$ cat config.mk
export PLATFORM = sky130hd
export DESIGN_NAME = pinint_ctrl
export DESIGN_NICKNAME = d
export VERILOG_FILES = /design/src/rtl/pinint_pkg.sv /design/src/rtl/pinint_sync.sv /design/src/rtl/pinint_cfg.sv /design/src/rtl/pinint_chan.sv /design/src/rtl/pinint_ctrl.sv
export SDC_FILE = /design/constraint.sdc
export NUM_CORES = 1
export LEC_CHECK = 0
export ABC_AREA = 0
export BUFFER_PORTS_ARGS = -buffer_cell sky130_fd_sc_hd__buf_2
export CORE_AREA = 10 10 161 163
export CTS_BUF_LIST = sky130_fd_sc_hd__clkbuf_2
export DETAILED_ROUTE_END_ITERATION = 8
export DIE_AREA = 0 0 171 173
export GPL_TIMING_DRIVEN = 0
export PLACE_DENSITY_LB_ADDON = 0.15
export SKIP_CTS_REPAIR_TIMING = 1
export SLEW_MARGIN = 20
export SYNTH_ARGS = -nofsm -noshare
export SYNTH_HDL_FRONTEND = slang
export SYNTH_SLANG_ARGS = --single-unit
$ cat constraint.sdc
create_clock -name clk_i -period 9.24 [get_ports clk_i]
set_clock_uncertainty 0.1 [all_clocks]
set_input_delay 2.31 -clock clk_i [delete_from_list [all_inputs] [get_ports clk_i]]
set_output_delay 2.31 -clock clk_i [all_outputs]
set_load 0.05 [all_outputs]
$ cat src/rtl/pinint_pkg.sv
package pinint_pkg;
  localparam int unsigned NUM_CH  = 8;
  localparam int unsigned NUM_PIN = 64;
  localparam int unsigned SEL_W   = $clog2(NUM_PIN);

  typedef struct packed {
    logic             wake_en;
    logic             irq_en;
    logic             fall_en;
    logic             rise_hi;   // rising enable (edge) / polarity (level)
    logic             lvl;
    logic [SEL_W-1:0] sel;
  } ch_cfg_t;

  localparam int unsigned CFG_W = $bits(ch_cfg_t);
endpackage

$ cat src/rtl/pinint_sync.sv
module pinint_sync #(
  parameter int unsigned WIDTH  = 64,
  parameter int unsigned STAGES = 2
) (
  input  logic             clk_i,
  input  logic             rst_ni,
  input  logic [WIDTH-1:0] d_i,
  output logic [WIDTH-1:0] q_o
);
  logic [WIDTH-1:0] stg [STAGES];

  for (genvar s = 0; s < STAGES; s++) begin : g_stg
    always_ff @(posedge clk_i or negedge rst_ni) begin
      if (!rst_ni) stg[s] <= '0;
      else if (s == 0) stg[s] <= d_i;
      else stg[s] <= stg[(s == 0) ? 0 : s-1];
    end
  end

  assign q_o = stg[STAGES-1];
endmodule

$ cat src/rtl/pinint_cfg.sv
module pinint_cfg
  import pinint_pkg::*;
#(
  parameter int unsigned NCH = 8,
  localparam int unsigned AW = $clog2(NCH)
) (
  input  logic                clk_i,
  input  logic                rst_ni,
  input  logic                we_i,
  input  logic [AW-1:0]       addr_i,
  input  ch_cfg_t             wdata_i,
  output ch_cfg_t [NCH-1:0]   cfg_o,
  output logic    [NCH-1:0]   wr_o
);
  for (genvar c = 0; c < NCH; c++) begin : g_reg
    assign wr_o[c] = we_i && (addr_i == AW'(c));
    always_ff @(posedge clk_i or negedge rst_ni) begin
      if (!rst_ni)      cfg_o[c] <= '0;
      else if (wr_o[c]) cfg_o[c] <= wdata_i;
    end
  end
endmodule

$ cat src/rtl/pinint_chan.sv
module pinint_chan
  import pinint_pkg::*;
#(
  parameter int unsigned NPIN = 64
) (
  input  logic            clk_i,
  input  logic            rst_ni,
  input  ch_cfg_t         cfg_i,
  input  logic            wr_i,
  input  logic            clr_i,
  input  logic [NPIN-1:0] pins_i,
  output logic            irq_o,
  output logic            wake_o,
  output logic            pend_o,
  output logic            edge_o
);
  logic cur, prev_q, vld_q, pend_q, act;

  assign cur = pins_i[cfg_i.sel];

  // history is ignored for one cycle after any write
  assign edge_o = vld_q && !wr_i && !cfg_i.lvl &&
                  ((cfg_i.rise_hi && cur && !prev_q) ||
                   (cfg_i.fall_en && !cur && prev_q));

  always_ff @(posedge clk_i or negedge rst_ni) begin
    if (!rst_ni) begin
      prev_q <= 1'b0;
      vld_q  <= 1'b0;
      pend_q <= 1'b0;
    end else if (wr_i) begin
      prev_q <= 1'b0;
      vld_q  <= 1'b0;
      pend_q <= 1'b0;
    end else begin
      prev_q <= cur;
      vld_q  <= 1'b1;
      pend_q <= cfg_i.lvl ? 1'b0 : (edge_o || (pend_q && !clr_i));
    end
  end

  assign act    = cfg_i.lvl ? (cur == cfg_i.rise_hi) : pend_q;
  assign irq_o  = act && cfg_i.irq_en;
  assign wake_o = act && cfg_i.wake_en;
  assign pend_o = pend_q;
endmodule

$ cat src/rtl/pinint_ctrl.sv
module pinint_ctrl
  import pinint_pkg::*;
#(
  parameter int unsigned NUM_CH      = pinint_pkg::NUM_CH,
  parameter int unsigned NUM_PIN     = pinint_pkg::NUM_PIN,
  parameter int unsigned SYNC_STAGES = 2,
  localparam int unsigned AW = $clog2(NUM_CH)
) (
  input  logic               clk_i,
  input  logic               rst_ni,
  input  logic [NUM_PIN-1:0] gpio_i,
  input  logic               we_i,
  input  logic [AW-1:0]      addr_i,
  input  logic [CFG_W-1:0]   wdata_i,
  input  logic [NUM_CH-1:0]  clr_i,
  output logic [NUM_CH-1:0]  irq_o,
  output logic [NUM_CH-1:0]  wake_o
);
  logic [NUM_PIN-1:0]       pins_s;
  ch_cfg_t [NUM_CH-1:0]     cfg;
  logic    [NUM_CH-1:0]     wr;
  logic    [NUM_CH-1:0]     pend;
  logic    [NUM_CH-1:0]     edge_det;
  logic    [NUM_CH-1:0]     lvl_mode;

  pinint_sync #(.WIDTH(NUM_PIN), .STAGES(SYNC_STAGES)) u_sync (
    .clk_i (clk_i),
    .rst_ni(rst_ni),
    .d_i   (gpio_i),
    .q_o   (pins_s)
  );

  pinint_cfg #(.NCH(NUM_CH)) u_cfg (
    .clk_i  (clk_i),
    .rst_ni (rst_ni),
    .we_i   (we_i),
    .addr_i (addr_i),
    .wdata_i(ch_cfg_t'(wdata_i)),
    .cfg_o  (cfg),
    .wr_o   (wr)
  );

  for (genvar c = 0; c < NUM_CH; c++) begin : g_ch
    assign lvl_mode[c] = cfg[c].lvl;
    pinint_chan #(.NPIN(NUM_PIN)) u_chan (
      .clk_i (clk_i),
      .rst_ni(rst_ni),
      .cfg_i (cfg[c]),
      .wr_i  (wr[c]),
      .clr_i (clr_i[c]),
      .pins_i(pins_s),
      .irq_o (irq_o[c]),
      .wake_o(wake_o[c]),
      .pend_o(pend[c]),
      .edge_o(edge_det[c])
    );
  end
endmodule

==> qor.txt <==
CTS tree - built
Final GP Congestion - 0.938
Slew @ Worst Pin - 0.823 ns
final hold vios - 0
Die ar. - 0.0296 mm2
Crit Path Max Fanout - 10
Clock Pin Slew Worst Setup and Hold Paths - 0.11 ns
Max Fclk - 156 MHz
#FFs+latches synth - 240
MaxCap Viol Count - 0
post-synthesis mux area share - 34.3%
asr flop ratio synth - 100%
Avg Inst Size Synth - 14.4 um2
relative slew slack - 45.1%
vias in the first global route - 8,634
routed via count - 8,371
DRT iter0 DRCs - 809
H-tree levels - 2
fillcell total - 1,848
die width - 171 um
Worst Hold Class - flop to flop
Yosys top cell area share - 49.2%
layout cells sized above 1 - 38.3%
Peak VDD IR - 0.140 mV
Synth Area in Compound Gates - 4.01%
crit path DAT - 3.98 ns
Post-Synth Adder-Cell Area - 0.820%
row count - 55
Synth Area in Simple Gates - 7.25%
Sum Neg Setup Slack - 0 ns
Seq/Total Area, Yosys - 49.2%
I/O pin count - 105
GRT overflow - 0
number of port buffers - 103
Core Region - 0.0226 mm2
vias per cell - 6.22
number of flops mapped to enable cells by yosys - 0
CTS buffer count - 58
CP Capture Type - primary output
CP startpoint kind - flop
critical path type - flop to primary output
Detail Route Antenna Nets - 0
NumNets Final - 1,112
hpwl dp - 22,600 um
area delta synth->final - 11.8%
most numerous cell in the Yosys netlist - dfrtp_1
drt total wl - 33,000 um
combinational family with the most area after synthesis - multiplexers
Max clock buf depth - 3
initial antenna violation count - 1
fin util - 60.5%
first-pass GRT wire length - 50,700 um
most common library cells after synthesis - 240 x dfrtp_1, 125 x mux4_2, 91 x nand2_1
1st-pass router iterations - 5
run status - finished, final reports clean
gr usage total - 22.4%
Netlist cell types - 43
wire length per cell - 24.5 um
clock sink count - 240
Yosys warning count - 0
Clk Latency, worst-skew pair - 0.84 ns
Die Ht - 173 um
Gate Count Post-Synth - 850
syn_nets - 947
Critical Path RT - 6.83 ns
RSZ-0062 raised after global routing - no
top post-synthesis cells by area - dfrtp_1 49%, mux4_2 23%, mux2_1 3.8%
Leak - 0.00593 uW
DRC - 0
Post-Synth XOR/XNOR Area - 0%
largest net degree at the start of global routing - 96
Post-synth top flop - dfrtp_1
crit path time final - 6.39 ns
Yosys top cell by area - dfrtp_1
setup violators final - 0
pwr dens - 222 mW/mm2
Initial Util - 54.1%
part of the cycle the worst path needs - 69.2%
Cell Area, Synth - 0.0122 mm2
Slew Limit Fails - 0
CTS Root Buffer Type - clkbuf_2
==> metrics by stage <==
stage / instances / instance area [um2] / setup slack [ns] / hold WS, ns / power (uW)
finish: 1345 / 13700 / 2.85 / 0.229 / 3030
global route: 1345 / 13700 / 2.49 / 0.230 / 3220
CTS: 1344 / 13600 / 2.77 / 0.248 / 3060
detailed placement: 1240 / 13200 / 3.74 / 0.235 / 2390
global placement: 1238 / 13100 / 1.70 / 0.234 / 2370
floorplan: 850 / 12200 / 4.39 / 0.231 / 2110
==> cell usage in the layout (no fill, tap or decap), types with 7 or more instances in the layout <==
cell type    n
nor2b_1     12
mux2i_1     42
a21oi_1     13
nor2_1      23
a31oi_1      8
nand4_1     10
dfrtp_1    240
inv_1       24
clkbuf_1    16
buf_2      120
nand2_1     91
clkinv_1    18
mux4_2     125
mux2_2      32
clkbuf_2    83
buf_6        7
nand3_1     15
mux2_1      41
o21ai_0      7
o22ai_1      9
buf_4       27
and2_1      23
ha_1         8
==> layout make-up <==
type	instances	area, um2	share of cell area [%]
Buffer	72	447	3.27
Tap cell	285	357	2.61
Antenna cell	1	2.50	0.0183
Multi-Input combinational cell	512	5660	41.5
Clock inverter	21	81.3	0.596
Timing Repair Buffer	105	581	4.25
Inverter	26	97.6	0.715
Clock buffer	83	415	3.04
Sequential cell	240	6010	44.0
==> sequential cells by signal, summed over array words and instances, names as in the netlist <==
register            cells
g_ch.u_chan.vld_q       8
u_sync.q_o             64
g_ch.u_chan.prev_q      8
g_ch.u_chan.pend_o      8
u_sync.stg             64
u_cfg.cfg_o            88
==> routing by layer <==
layer	vias up	part of all wire (%)	global-route usage [%]
li1	3565	-	-
met1	4176	38	29.6
met4	0	4.7	10.4
met5	-	0	0
met2	520	47	33.9
met3	110	11	6.04
==> cell families (layout without fill, tap and decap cells) <==
family                     after synthesis  count (layout)
adders and majority gates                8               8
muxes                                  245             245
buffers and inverters                   98             307
AOI/OAI and AO/OA                       70              70
and+or+nand+nor                        189             189
DFF                                    240             240
other                                    0               1
==> path summary, 6_finish.rpt <==
kind	cells after the start	start	end	slack (ns)
min in group asynchronous	1	rst_ni	u_cfg.cfg_o[80]	1.34
hold / removal	0	u_sync.stg[103]	u_sync.q_o[39]	0.23
setup / recovery	11	u_cfg.cfg_o[47]	wake_o[4]	2.85
max in group asynchronous	2	rst_ni	u_sync.stg[116]	6.81
hold reg to reg	0	u_sync.stg[103]	u_sync.q_o[39]	0.23
setup reg to reg	11	u_cfg.cfg_o[57]	g_ch[5].u_chan.pend_o	6.34
==> worst max-delay path, stage by stage (launching register included) <==
cell	delay, ns
dfrtp_1	0.34
clkbuf_1	0.46
mux4_2	0.39
nor2b_1	0.14
a2111oi_0	0.39
a21oi_1	0.16
o2bb2ai_1	0.28
ha_1	0.34
a21oi_1	0.17
and2_1	0.15
buf_4	0.10
buf_2	0.25
==> power by group <==
part           internal, uW  switching [uW]
Clock                   242             412
Combinational           534             517
Sequential             1190             134
Total                  1970            1060
Note: power is estimated with default switching activity, not from simulation.
